### src/rtl/irq_sum_pkg.sv
package irq_sum_pkg;
    localparam int STAT_W = 10;
    localparam int FLAG_W = 7;

    // register bit positions
    localparam int B_POR  = 9;
    localparam int B_LEN  = 8;
    localparam int B_PAR  = 7;
    localparam int B_SSC  = 6;
    localparam int B_TW   = 5;
    localparam int B_TSD  = 4;
    localparam int B_OV   = 3;
    localparam int B_UV   = 2;
    localparam int B_CRC  = 1;
    localparam int B_CHK  = 0;

    // summary flag positions
    localparam int F_POR  = 6;
    localparam int F_LEN  = 5;
    localparam int F_PAR  = 4;
    localparam int F_SSC  = 3;
    localparam int F_RES  = 2;
    localparam int F_TEMP = 1;
    localparam int F_OTH  = 0;

    localparam int MIRROR_N = 4;

    typedef enum logic [1:0] {
        RD_IDLE  = 2'd0,
        RD_FRAME = 2'd1,
        RD_ARMED = 2'd2
    } rd_state_e;
endpackage

### src/rtl/irq_read_fsm.sv
module irq_read_fsm
    import irq_sum_pkg::*;
(
    input  logic clk,
    input  logic rst_n,
    input  logic cs_n,
    input  logic rd_stat,
    output logic clr
);
    rd_state_e state_q, state_d;

    always_ff @(posedge clk or negedge rst_n) begin
        if (!rst_n) state_q <= RD_IDLE;
        else        state_q <= state_d;
    end

    always_comb begin
        state_d = state_q;
        unique case (state_q)
            RD_IDLE: begin
                if (!cs_n) state_d = rd_stat ? RD_ARMED : RD_FRAME;
            end
            RD_FRAME: begin
                if (cs_n)         state_d = RD_IDLE;
                else if (rd_stat) state_d = RD_ARMED;
            end
            RD_ARMED: begin
                if (cs_n) state_d = RD_IDLE;
            end
            default: state_d = RD_IDLE;
        endcase
    end

    always_comb begin
        clr = 1'b0;
        unique case (state_q)
            RD_ARMED: clr = cs_n;
            default:  clr = 1'b0;
        endcase
    end

    AST_CLR_ON_CS_RISE: assert property (@(posedge clk) disable iff (!rst_n)
        clr |-> (cs_n && $past(!cs_n)));
endmodule

### src/rtl/irq_sticky_reg.sv
module irq_sticky_reg #(
    parameter int W = 10,
    parameter logic [W-1:0] RST_VAL = '0
) (
    input  logic         clk,
    input  logic         rst_n,
    input  logic [W-1:0] evt,
    input  logic         clr,
    output logic [W-1:0] stat_q,
    output logic [W-1:0] stat_nxt
);
    // events win over a clear in the same cycle
    always_comb stat_nxt = (clr ? '0 : stat_q) | evt;

    always_ff @(posedge clk or negedge rst_n) begin
        if (!rst_n) stat_q <= RST_VAL;
        else        stat_q <= stat_nxt;
    end

    AST_STICKY_HOLD: assert property (@(posedge clk) disable iff (!rst_n)
        !clr |=> ((stat_q & $past(stat_q)) == $past(stat_q)));
    AST_EVENT_SETS: assert property (@(posedge clk) disable iff (!rst_n)
        (evt != '0) |=> ((stat_q & $past(evt)) == $past(evt)));
    AST_CLEAR_EMPTIES: assert property (@(posedge clk) disable iff (!rst_n)
        (clr && evt == '0) |=> (stat_q == '0));
endmodule

### src/rtl/irq_flag_map.sv
module irq_flag_map
    import irq_sum_pkg::*;
(
    input  logic [STAT_W-1:0] stat,
    output logic [FLAG_W-1:0] flags
);
    localparam int OTH_N = B_OV - B_CHK + 1;

    // direct mirrors of the upper four register bits
    for (genvar g = 0; g < MIRROR_N; g++) begin : g_mirror
        assign flags[F_SSC + g] = stat[B_SSC + g];
    end

    logic [OTH_N-1:0] oth_bits;
    assign oth_bits = stat[B_OV:B_CHK];

    assign flags[F_RES]  = 1'b0;
    assign flags[F_TEMP] = stat[B_TW] | stat[B_TSD];
    assign flags[F_OTH]  = |oth_bits;
endmodule

### src/rtl/irq_flag_summary.sv
module irq_flag_summary
    import irq_sum_pkg::*;
(
    input  logic              clk,
    input  logic              rst_n,
    input  logic [STAT_W-1:0] evt_i,
    input  logic              cs_n_i,
    input  logic              rd_stat_i,
    output logic [STAT_W-1:0] stat_o,
    output logic [FLAG_W-1:0] flags_o,
    output logic              irq_n_o
);
    localparam logic [STAT_W-1:0] STAT_RST = STAT_W'(1) << B_POR;

    logic              clr;
    logic [STAT_W-1:0] stat_nxt;

    irq_read_fsm u_fsm (
        .clk     (clk),
        .rst_n   (rst_n),
        .cs_n    (cs_n_i),
        .rd_stat (rd_stat_i),
        .clr     (clr)
    );

    irq_sticky_reg #(.W(STAT_W), .RST_VAL(STAT_RST)) u_reg (
        .clk      (clk),
        .rst_n    (rst_n),
        .evt      (evt_i),
        .clr      (clr),
        .stat_q   (stat_o),
        .stat_nxt (stat_nxt)
    );

    irq_flag_map u_map (
        .stat  (stat_o),
        .flags (flags_o)
    );

    // registered pin, fed from the next register value so it stays aligned
    always_ff @(posedge clk or negedge rst_n) begin
        if (!rst_n) irq_n_o <= 1'b0;
        else        irq_n_o <= ~(|stat_nxt);
    end

    AST_IRQ_MATCHES_REG: assert property (@(posedge clk) disable iff (!rst_n)
        irq_n_o == ~(|stat_o));
    AST_POR_EVENT: assert property (@(posedge clk) disable iff (!rst_n)
        evt_i[B_POR] |=> flags_o[F_POR]);
endmodule

### config.mk
export PLATFORM = sky130hd
export DESIGN_NAME = irq_flag_summary
export DESIGN_NICKNAME = d
export VERILOG_FILES = /design/src/rtl/irq_sum_pkg.sv /design/src/rtl/irq_read_fsm.sv /design/src/rtl/irq_sticky_reg.sv /design/src/rtl/irq_flag_map.sv /design/src/rtl/irq_flag_summary.sv
export SDC_FILE = /design/constraint.sdc
export NUM_CORES = 1
export LEC_CHECK = 0
export BUFFER_PORTS_ARGS = -buffer_cell sky130_fd_sc_hd__clkbuf_2
export CAP_MARGIN = 30
export CELL_PAD_IN_SITES_DETAIL_PLACEMENT = 1
export CELL_PAD_IN_SITES_GLOBAL_PLACEMENT = 1
export CORE_MARGIN = 8
export CORE_UTILIZATION = 26
export CTS_CLUSTER_SIZE = 40
export DETAILED_ROUTE_END_ITERATION = 6
export PLACE_DENSITY = 0.67
export SYNTH_ARGS = -nofsm -noshare
export SYNTH_HDL_FRONTEND = slang
export SYNTH_HIERARCHICAL = 1
export SYNTH_SLANG_ARGS = --single-unit
### constraint.sdc
create_clock -name clk -period 1.6 [get_ports clk]
set_input_delay 0.48 -clock clk [delete_from_list [all_inputs] [get_ports clk]]
set_output_delay 0.48 -clock clk [all_outputs]
set_load 0.02 [all_outputs]
==> impl_metrics.tcl <==
set metrics [dict create \
    status "complete, but fails checks" \
    violations "setup timing" \
    vias 443 \
    grt_max_degree 14 \
    p_per_area_nw_per_um2 870.7 \
    antenna_cells 0 \
    top_layer "met4" \
    maxCapViolCount 0 \
    critPathTopFamily "simple AND/OR/NAND/NOR gates" \
    met3_wirelength_um 109 \
    max_freq_mhz 551.3 \
    core_area_um2 1922 \
    tritoncts "built" \
    syn-num-nets 55 \
    grt_overflow 0 \
    syn_area_um2 521.8 \
    hpwl_um 1263 \
    switching_power_mw 0.1883 \
    finalHoldViolations 0 \
    p_leak_nw 0.3665 \
    antenna_found_initial 0 \
    drv_slew 0 \
    grt_first_pass_wirelength_um 2325 \
    clockRootBuffer "clkbuf_4" \
    clkPwrFrac_pct 28.2 \
    seq_power_share_pct 52.3 \
    wirelength_um 1484 \
    drtIter0Drc 9 \
    route.detailed.drc 0 \
    grt_pass1_vias 477 \
    row_count 16 \
    fin_crit_ns 1.814 \
    fin_ws_ns -0.2138 \
    m1WireLength_um 568 \
    min_period_over_period_pct 113.4 \
    path_clk_slew_ns 0.08 \
    grt_use_total_pct 8.538 \
    hold_path_class "input pin to async pin" \
    vdd.ir_drop.worst_mv 0.4132 \
    slowest_stage "or4_4" \
    initial_core_util_pct 27.15 \
    synth_top_cells_by_area "dfrtp_1 58%, a21o_1 14%, buf_4 7.2%, dfstp_2 5.0%, or4_1 4.3%" \
    yosys.area.top_type_share_pct 57.55 \
    total_power_mw 0.6918 \
    cts_buffer_depth 2 \
    fin_skew_ns 0.004211 \
    crit_path_start_kind "flop" \
    drive_above_1_share_pct 65.38 \
    rsz0062_at_grt "true" \
    synthCells 41 \
    nNetsFinal 93 \
    layout_common_cells "28 x clkbuf_2, 12 x dfrtp_1, 10 x a21o_1, 8 x buf_4, 3 x clkbuf_4" \
    avgSynthCellArea_um2 12.73 \
    cp_max_fo 2 \
    swShare_pct 27.22 \
    setup_viol 2 \
    cp-end-kind "output pin" \
    ios 32 \
    path_class "flop to output pin" \
    die_h_um 60.80 \
    cp_cell_sequence "or4_4 > buf_6" \
    clkLatencyLatePin_ns 0.27 \
    h-tree-depth 1 \
    yosysUniqueCellTypes 14 \
    antenna_left 0 \
    yosysSeqAreaShare_pct 62.59 \
    gp_congestion 0.6951 \
    dieArea_um2 3696 \
    cts.sinks 13 \
    ys_ff_latch 13 \
    crit_required_ns 1.12 \
    internal_power_mw 0.5035 \
    cpPeakStageDelay_ns 0.52 \
    layout_commonest_cell "clkbuf_2" \
    synth_area_leader_cell "dfrtp_1" \
    die_x_um 60.80 \
    cp.buffers_inverters 1 \
    finalSetupTns_ns -0.2959 \
    first_pass_iters 2 \
    syn2layout_area_growth_pct 52.28 \
    wire_per_inst_um 14.13 \
    comb_power_share_pct 19.4 \
    met2WireLength_um 787 \
    critPathArrivalTime_ns 1.33 \
    portBuffers 30 \
    ys_warn_count 6 \
    viasPerCell 4.219 \
    cts_buffers 3 \
]
## through the flow
stage / worst slack [ns] / std cells / instance area [um2] / util (%) / hold slack (ns)
2_1_floorplan: -0.04753 / 41 / 531.8 / - / 0.1844
3_3_place_gp: -0.2053 / 99 / 723.2 / 37.63 / 0.3854
3_5_place_dp: -0.2392 / 99 / 723.2 / 37.63 / 0.3935
4_1_cts: -0.2502 / 104 / 759.5 / 39.52 / 0.09756
5_1_grt: -0.2519 / 105 / 794.5 / 41.34 / 0.1110
6_report: -0.2138 / 105 / 794.5 / 41.34 / 0.09654
## Yosys cell counts
cell / number
dfrtp_1: 12
a21o_1: 10
buf_4: 5
or4_1: 3
nand2b_1: 2
a21oi_2: 1
conb_1: 1
dfstp_2: 1
inv_1: 1
inv_2: 1
nor2_1: 1
nor3_1: 1
nor4_2: 1
or2_2: 1
## flip-flops by register name (all words and copies together), names as in the netlist
signal and flops:
u_reg/stat_q 10, u_fsm/state_q 2, irq_n_o 1
## cell families after synthesis
group / Yosys count / synth area share (%)
flip-flops: 13 / 62.59
other: 1 / 0.7187
AND/OR/NAND/NOR: 9 / 11.99
AO/OA/AOI/OAI: 11 / 16.07
buffers and inverters: 7 / 8.632
## power groups by stage
stage	Clock, mW	Combinational, mW	Sequential [mW]
floorplan	0	0.0498	0.387
global placement	0	0.126	0.367
detailed placement	0	0.129	0.369
CTS	0.206	0.132	0.362
global route	0.217	0.147	0.365
finish	0.195	0.135	0.362
## metal layers
metal  track usage, %  up-vias
met4            4.983        0
met1            9.158      214
met2            14.78       17
li1                 -      210
met3            2.119        2
met5                0        -
## cell type report
| cell class | instances | area, um2 |
|---|---|---|
| clock buffer | 4 | 26.28 |
| fill | 239 | 1127 |
| inverter | 2 | 10.01 |
| multi-input combinational | 21 | 175.2 |
| sequential | 13 | 326.6 |
| tap | 27 | 33.78 |
| timing repair buffer | 38 | 222.7 |
## worst paths after layout
check	startpoint	endpoint	slack, ns	depth (start not counted)
min in group clk	rd_stat_i	u_fsm/state_q[0]$_DFFE_PN0P_	0.38	2
worst max-delay path	u_reg/stat_q[3]$_DFF_PN0_	flags_o[0]	-0.21	2
worst min-delay path	rst_n	u_reg/stat_q[7]$_DFF_PN0_	0.1	1
worst min register to register	u_reg/stat_q[1]$_DFF_PN0_	u_reg/stat_q[1]$_DFF_PN0_	0.53	1
max in group asynchronous	rst_n	u_reg/stat_q[9]$_DFF_PN1_	1.20	1
worst max register to register	u_fsm/state_q[0]$_DFFE_PN0P_	irq_n_o$_DFF_PN0_	-0.08	6
## worst reg2reg max path, stage by stage (launching register included)
cell and delay (ns):
dfrtp_1 0.37, nand2b_4 0.15, nor2_4 0.12, inv_4 0.07, a21o_1 0.17, or4_4 0.53, nor4_2 0.20
## timing repair
item,4_1_cts,5_1_grt
gates resized for setup,1,10
hold buffers,0,0
pin swaps,1,1
buffers inserted,1,1
endpoints found under the setup margin,3,3
Power figures use the tool's default switching activity.
